[src/rtl/bsd_pkg.sv]
package bsd_pkg;

  localparam int SEL_W   = 2;
  localparam int MAX_LEN = 4;
  localparam int PHASE_W = $clog2(MAX_LEN);

  typedef logic [SEL_W-1:0]   sel_t;
  typedef logic [PHASE_W-1:0] phase_t;

  typedef enum sel_t {
    DIV_1   = 2'd0,
    DIV_1P5 = 2'd1,
    DIV_2   = 2'd2,
    DIV_4   = 2'd3
  } div_e;

  // strobes from control to datapath
  typedef struct packed {
    logic apply;
    sel_t sel;
  } ctrl_strobe_t;

  // last phase index of one output period for a select code
  function automatic phase_t lastPhase(input sel_t s);
    case (div_e'(s))
      DIV_1:   lastPhase = phase_t'(0);
      DIV_1P5: lastPhase = phase_t'(2);
      DIV_2:   lastPhase = phase_t'(1);
      default: lastPhase = phase_t'(MAX_LEN - 1);
    endcase
  endfunction

  // enable pattern inside one output period
  function automatic logic pulseAt(input sel_t s, input phase_t p);
    case (div_e'(s))
      DIV_1:   pulseAt = 1'b1;
      DIV_1P5: pulseAt = (p != phase_t'(2));
      default: pulseAt = (p == phase_t'(0));
    endcase
  endfunction

endpackage

[src/rtl/bsd_ctrl.sv]
module bsd_ctrl
  import bsd_pkg::*;
(
  input  logic         clk,
  input  logic         rstN,
  input  logic         reqValid,
  input  sel_t         reqSel,
  input  logic         vblankStart,
  input  logic         periodEnd,
  output ctrl_strobe_t strobe,
  output logic         pending
);

  sel_t pendSel;
  logic armed;
  logic applyNow;

  // a fresh request in the same cycle wins over an apply
  assign applyNow = armed && periodEnd && !reqValid;
  assign strobe   = '{apply: applyNow, sel: pendSel};

  always_ff @(posedge clk) begin
    if (!rstN) begin
      pending <= 1'b0;
      pendSel <= sel_t'(DIV_1);
      armed   <= 1'b0;
    end else if (reqValid) begin
      pending <= 1'b1;
      pendSel <= reqSel;
      armed   <= 1'b0;
    end else if (applyNow) begin
      pending <= 1'b0;
      armed   <= 1'b0;
    end else if (vblankStart && pending) begin
      armed   <= 1'b1;
    end
  end

endmodule

[src/rtl/bsd_datapath.sv]
module bsd_datapath
  import bsd_pkg::*;
(
  input  logic         clk,
  input  logic         rstN,
  input  ctrl_strobe_t strobe,
  output logic         clkEn,
  output sel_t         curSel,
  output logic         done,
  output logic         periodEnd
);

  phase_t phase;

  assign periodEnd = (phase == lastPhase(curSel));
  assign clkEn     = pulseAt(curSel, phase);

  always_ff @(posedge clk) begin
    if (!rstN) begin
      curSel <= sel_t'(DIV_1);
      phase  <= '0;
      done   <= 1'b0;
    end else if (strobe.apply) begin
      curSel <= strobe.sel;
      phase  <= '0;
      done   <= 1'b1;
    end else begin
      done   <= 1'b0;
      phase  <= periodEnd ? '0 : phase_t'(phase + 1'b1);
    end
  end

endmodule

[src/rtl/blank_sync_div.sv]
module blank_sync_div
  import bsd_pkg::*;
(
  input  logic       clk,
  input  logic       rstN,
  input  logic       reqValid,
  input  logic [1:0] reqSel,
  input  logic       vblankStart,
  output logic       clkEn,
  output logic [1:0] curSel,
  output logic       pending,
  output logic       done
);

  ctrl_strobe_t strobe;
  logic         periodEnd;

  bsd_ctrl u_ctrl (
    .clk         (clk),
    .rstN        (rstN),
    .reqValid    (reqValid),
    .reqSel      (reqSel),
    .vblankStart (vblankStart),
    .periodEnd   (periodEnd),
    .strobe      (strobe),
    .pending     (pending)
  );

  bsd_datapath u_dp (
    .clk       (clk),
    .rstN      (rstN),
    .strobe    (strobe),
    .clkEn     (clkEn),
    .curSel    (curSel),
    .done      (done),
    .periodEnd (periodEnd)
  );

endmodule

[config.mk]
export PLATFORM = sky130hd
export DESIGN_NAME = blank_sync_div
export DESIGN_NICKNAME = d
export VERILOG_FILES = /design/src/rtl/bsd_pkg.sv /design/src/rtl/bsd_ctrl.sv /design/src/rtl/bsd_datapath.sv /design/src/rtl/blank_sync_div.sv
export SDC_FILE = /design/constraint.sdc
export NUM_CORES = 1
export LEC_CHECK = 0
export CORE_AREA = 2 2 39 41
export CTS_CLUSTER_SIZE = 16
export DETAILED_ROUTE_END_ITERATION = 6
export DIE_AREA = 0 0 41 43
export HOLD_SLACK_MARGIN = 0.15
export SKIP_LAST_GASP = 1
export SLEW_MARGIN = 5
export SYNTH_ARGS = -nofsm -noshare
export SYNTH_HDL_FRONTEND = slang
export SYNTH_SLANG_ARGS = --single-unit
[constraint.sdc]
create_clock -name clk -period 1.1 [get_ports clk]
set_input_delay 0.165 -clock clk [delete_from_list [all_inputs] [get_ports clk]]
set_output_delay 0.165 -clock clk [all_outputs]
set_load 0.03 [all_outputs]
* After elaboration in Yosys (flattened, before gate mapping)
Index checks and enable logic that the tools add are counted.
** Operators by class
- Divide/modulo/power cells :: 0
- Reductions and logical operators :: 9
- Multiplexer cells :: 5
- Multipliers :: 0
- Equal/unequal tests :: 4
- Shift operators :: 0
- Order comparisons :: 0
- Add/sub/neg operators :: 1
- Bitwise logic cells :: 1
** Operator list (number)
- case mux 2 bit (3 select lines) :: 1
- OR reduction 3 bit :: 2
- zero test 2 bit :: 2
- logical AND 1 bit :: 3
- 2-to-1 mux 1 bit :: 3
- adder 2 x 1 -> 2 bit (second input constant) :: 1
- equality test 2 x 1 -> 1 bit (second input constant) :: 1
- equality test 2 bit :: 1
- equality test 2 bit (second input constant) :: 1
- != test 2 bit (second input constant) :: 1
- case mux 1 bit (2 select lines) :: 1
- nonzero test 2 bit :: 1
- zero test 1 bit :: 1
- NOT 1 bit :: 1
** Word-level totals
- Memories kept :: 0
- Flip-flop bits (word level) :: 9
- Input port bits :: 6
- Bits in read-only memories :: 0
- Latch bits :: 0
- Output and inout port bits :: 5
- Bits in writable memories :: 0
- Logic and storage cells :: 26

* Longest topological paths before layout
- Depth in word-level cells :: 7
- Depth in mapped cells :: 4
- Depth with buffers taken out :: 4

* Cells and area by module
Synthesis repeated with hierarchy kept, for this count alone.
** Second synthesis, totals
- Cells, all modules :: 40
- Area, all modules :: 404.1 µm²
** Modules (own cells, without submodules)
- bsd_datapath :: sequential area each 100.1 µm², area each 236.5 µm², cells each 23, times used 1
- bsd_ctrl :: sequential area each 80.1 µm², area each 167.7 µm², cells each 17, times used 1

* Worst setup path before layout
Ideal clock, no wire load.
- Kind :: flip-flop to flip-flop
- Start point :: register u_dp.curSel[1]
- End point :: register u_dp.curSel[0]
- Stages on the path, launching flop included :: 4
- Buffers on the path :: 0
- Setup slack :: -0.185 ns
- Data required time :: 1.028 ns
- Clock period less this slack :: 1.285 ns
- Setup time :: 0.072 ns
- Data arrival time :: 1.213 ns
- Path through :: dfxtp_1 > xor2_2 > nor4_4 > mux2i_1
** Between the ends
- Cells in the longest elaborated chain, start to end :: 5
- Elaborated cells between the ends (all ways) :: 7
- Classes of those cells :: eq/ne: 3; mux: 1; reduce/logical: 3
** RTL lines
- start: declaration :: line bsd_datapath.sv:8 : output sel_t curSel,
- start signal: assignment :: line bsd_datapath.sv:20 : curSel <= sel_t'(DIV_1);
- start signal: assignment :: line bsd_datapath.sv:24 : curSel <= strobe.sel;
- equality test 2 bit (tied with other cells) :: line bsd_pkg.sv:25 : case (div_e'(s))
- case mux 2 bit (3 select lines) (*) :: line bsd_pkg.sv:25
- equality test 2 bit (*) :: line bsd_datapath.sv:15 : assign periodEnd = (phase == lastPhase(curSel));
- logical AND 1 bit (*) (2 in a row) :: line bsd_ctrl.sv:19 : assign applyNow = armed && periodEnd && !reqValid;
Mark *: on every way between the ends. The rest lies on a longest branch, timed or not.
A chain may end at the register's enable or synchronous reset.

* Final worst setup path
- Start point :: register u_dp.phase[0]
- End point :: output clkEn
** Between the ends
- Cells in the longest elaborated chain, start to end :: 2
- Elaborated cells between the ends (all ways) :: 3
- Classes of those cells :: eq/ne: 1; mux: 1; reduce/logical: 1
** RTL lines
- start: declaration :: line bsd_datapath.sv:13 : phase_t phase;
- start signal: assignment :: line bsd_datapath.sv:29 : phase <= periodEnd ? '0 : phase_t'(phase + 1'b1);
- != test 2 bit / zero test 2 bit (equally long branches) :: line bsd_pkg.sv:37, bsd_pkg.sv:38
- case mux 1 bit (2 select lines) (*) :: line bsd_pkg.sv:35 : case (div_e'(s))
- end: declaration :: line blank_sync_div.sv:9 : output logic clkEn,
Marked as above.

==> results.toml <==
[detailed_routing]
drt_iter0_drc = 2
drt-total-wl_um = 876
antenna_left = 0
viasPerCell = 4.590
firstDrtPassIters = 4
wire_per_inst_um = 11.23
num_vias = 358
drcViolationCount = 0

[floorplanning]
io_pins = 11
die_area_um2 = 1763
die_h_um = 43
start_util = 0.3029
fp.dieW_um = 41
row_count = 14
core_area_um2 = 1384

[finish]
final_cell_area_um2 = 689.4
fill_cells = 134
n_antenna_cell = 0
area_growth_pct = 64.48
fin_nets = 71
final_common_cell = "buf_4"
final_cell_mix = "buf_4 (9), nand2_1 (6), clkdlybuf4s50_1 (5), dfxtp_1 (5), mux2i_1 (4)"
drive_gt1_frac = 0.4839

[synth]
synth-adder-area-share = 0.05970
synth_area_leaders = "dfxtp_1 (43%), mux2i_1 (9.6%), xor2_2 (7.8%), nand2_1 (6.3%), ha_1 (6.0%)"
synth_compound_area_frac = 0.05672
synthMuxAreaShare = 0.1224
yosysWarnings = 0
synth_simple_gate_area_frac = 0.2090
yosysTopAreaCellShare = 0.4299
seq_area_frac_synth = 0.4299
netlist_area_um2 = 419.2
synth_top_family_by_area = "simple AND/OR/NAND/NOR gates"
ys_seq_elements = 9
syn_inst = 42
syn_avg_cell_area_um2 = 9.980
synth_cell_type_count = 17
syn_nets = 50
synth-xor-area-share = 0.07761
synth_top_area_cell = "dfxtp_1"

[worst_setup_path]
reg2reg_to = "u_dp.curSel[0]$_SDFFE_PN0P_"
r2r_slack_ns = -0.18
crit_start = "u_dp.phase[0]$_SDFF_PP0_"
critPathLaunchType = "register"
crit-reg2reg-launch = "u_dp.phase[1]$_SDFF_PP0_"
worstSetupEndpointType = "primary output"
required_ns = 0.94
cp_max_fo = 2
reg2reg_depth = 4
crit_type = "register to primary output"
setup.worst_path.end = "clkEn"
crit_arrival_ns = 1.22

[timing]
setup_ws_ns = -0.2894
layout_min_cycle_time_ns = 1.389
slew_viol_final = 0
maxSlewHeadroom = 0.6647
finalHoldViolations = 0
finClkSkew_ns = 0.002445
fin_crit_sh = 1.263
clock.fmax_ghz = 0.7198
tightest_slew_ns = 0.5026
rsz0062_at_grt = "yes"
setup_violations = 8

[status]
violations = "negative setup slack"
status = "finished with violations"

[pwr]
power_leakage_nw = 0.2633
finalPower_uw = 680.0
power.density_nw_per_um2 = 986.3
worst_ir_drop_vdd_uv = 587.5

[clocking]
cts_made_buffers = 3
cts_hold_buf = 0
insertion_delay_ns = 0.26
cts_tree = "yes"
root_buffer = "clkbuf_4"
htreeDepth = 1
cts_sinks = 9
clkTransAtPathRegs_ns = 0.06
cts_max_path_buffers = 2

[placed_design]
portBuffers = 10
hpwl_um = 574.5
placed_area_um2 = 573.1
place_congestion = 0.6986

[worst_hold_path]
worstHoldPathType = "register to register"

[global_route]
grt_pass1_wl_um = 1366
track_usage = 0.1321
grt_start_max_net_pins = 10
grt_overflow = 0
antenna_found_initial = 0
grt_pass1_vias = 338

[job]
maxCapViolCount = 0
[sequential cells by signal, indices dropped and copies added, names as in the netlist]
signal / cells
u_ctrl.pending: 1
u_dp.curSel: 2
u_dp.phase: 2
u_ctrl.armed: 1
u_ctrl.pendSel: 2
u_dp.done: 1
[critical path, stage by stage, from the launching register on]
cell	delay, ns
dfxtp_2	0.32
inv_2	0.07
ha_4	0.12
nand2_2	0.04
mux2_4	0.27
buf_6	0.14
[stage by stage]
stage,setup TNS (ns),util,std cells,setup slack (ns),hold WS [ns]
final,-0.9928,0.4982,78,-0.2894,0.4502
after global routing,-1.584,0.4982,78,-0.3304,0.4819
after floorplan,-0.05243,-,42,-0.01887,0.2723
after CTS,-0.9313,0.4747,78,-0.2840,0.4531
after global placement,-0.7777,0.4141,73,-0.1902,0.4417
after detailed placement,-0.9573,0.4141,73,-0.2206,0.4432
[cells by family (layout without fill, tap and decap cells)]
| group | after synthesis | in the layout |
|---|---|---|
| compound gates | 4 | 4 |
| xor+xnor | 2 | 2 |
| fa+ha+maj | 2 | 2 |
| buf+inv | 5 | 25 |
| flops | 9 | 9 |
| mux | 5 | 5 |
| simple gates | 15 | 15 |
[layout make-up]
class	instances	area (um2)	area share
inverters	4	15.01	0.02178
clock buffers	4	26.28	0.03811
flip-flops and latches	9	190.2	0.2759
repair buffers	17	151.4	0.2196
multi-input cells	28	286.5	0.4156
well taps	16	20.02	0.02904
[per-layer routing]
layer | track usage | vias up | wire length (um)
met3 | 0.04712 | 4 | 31
met1 | 0.1140 | 167 | 367
met2 | 0.2063 | 9 | 428
li1 | - | 178 | -
met4 | 0.1400 | 0 | 48
met5 | 0 | - | 0
[how the worst min path moves through the flow]
| stage | startpoint | to | slack [ns] | depth (start not counted) |
|---|---|---|---|---|
| global route | u_ctrl.pendSel[1]$_SDFFE_PN0P_ | u_dp.curSel[1]$_SDFFE_PN0P_ | 0.48 | 2 |
| finish | u_ctrl.pendSel[1]$_SDFFE_PN0P_ | u_dp.curSel[1]$_SDFFE_PN0P_ | 0.45 | 2 |
| floorplan | reqValid | u_ctrl.pending$_SDFFE_PN0P_ | 0.27 | 2 |
| global placement | u_ctrl.pendSel[1]$_SDFFE_PN0P_ | u_dp.curSel[1]$_SDFFE_PN0P_ | 0.44 | 2 |
| CTS | u_ctrl.pendSel[1]$_SDFFE_PN0P_ | u_dp.curSel[1]$_SDFFE_PN0P_ | 0.45 | 2 |
| detailed placement | u_ctrl.pendSel[1]$_SDFFE_PN0P_ | u_dp.curSel[1]$_SDFFE_PN0P_ | 0.44 | 2 |
[what timing repair did]
action	CTS	global route
setup endpoints to repair	7	8
endpoints found under the hold margin	0	0
buffers inserted	1	0
gates resized for setup	12	7
gates cloned	0	0
pin swaps	4	4
[synthesized netlist by cell type]
master    number
nand2b_1       1
o311ai_0       1
ha_1           2
o21ai_1        2
clkbuf_1       1
mux2i_1        4
nor4b_1        1
a21oi_1        1
inv_1          4
mux2_2         1
xor2_2         2
dfxtp_1        9
nand2_1        7
nor4_4         1
nor2_1         2
nand3_1        1
nor2b_1        2
[power by group]
part	internal, mW	switching [mW]
Combinational	0.0457	0.0379
Sequential	0.331	0.00678
Clock	0.140	0.118
Note: power is estimated with default switching activity, not from simulation.
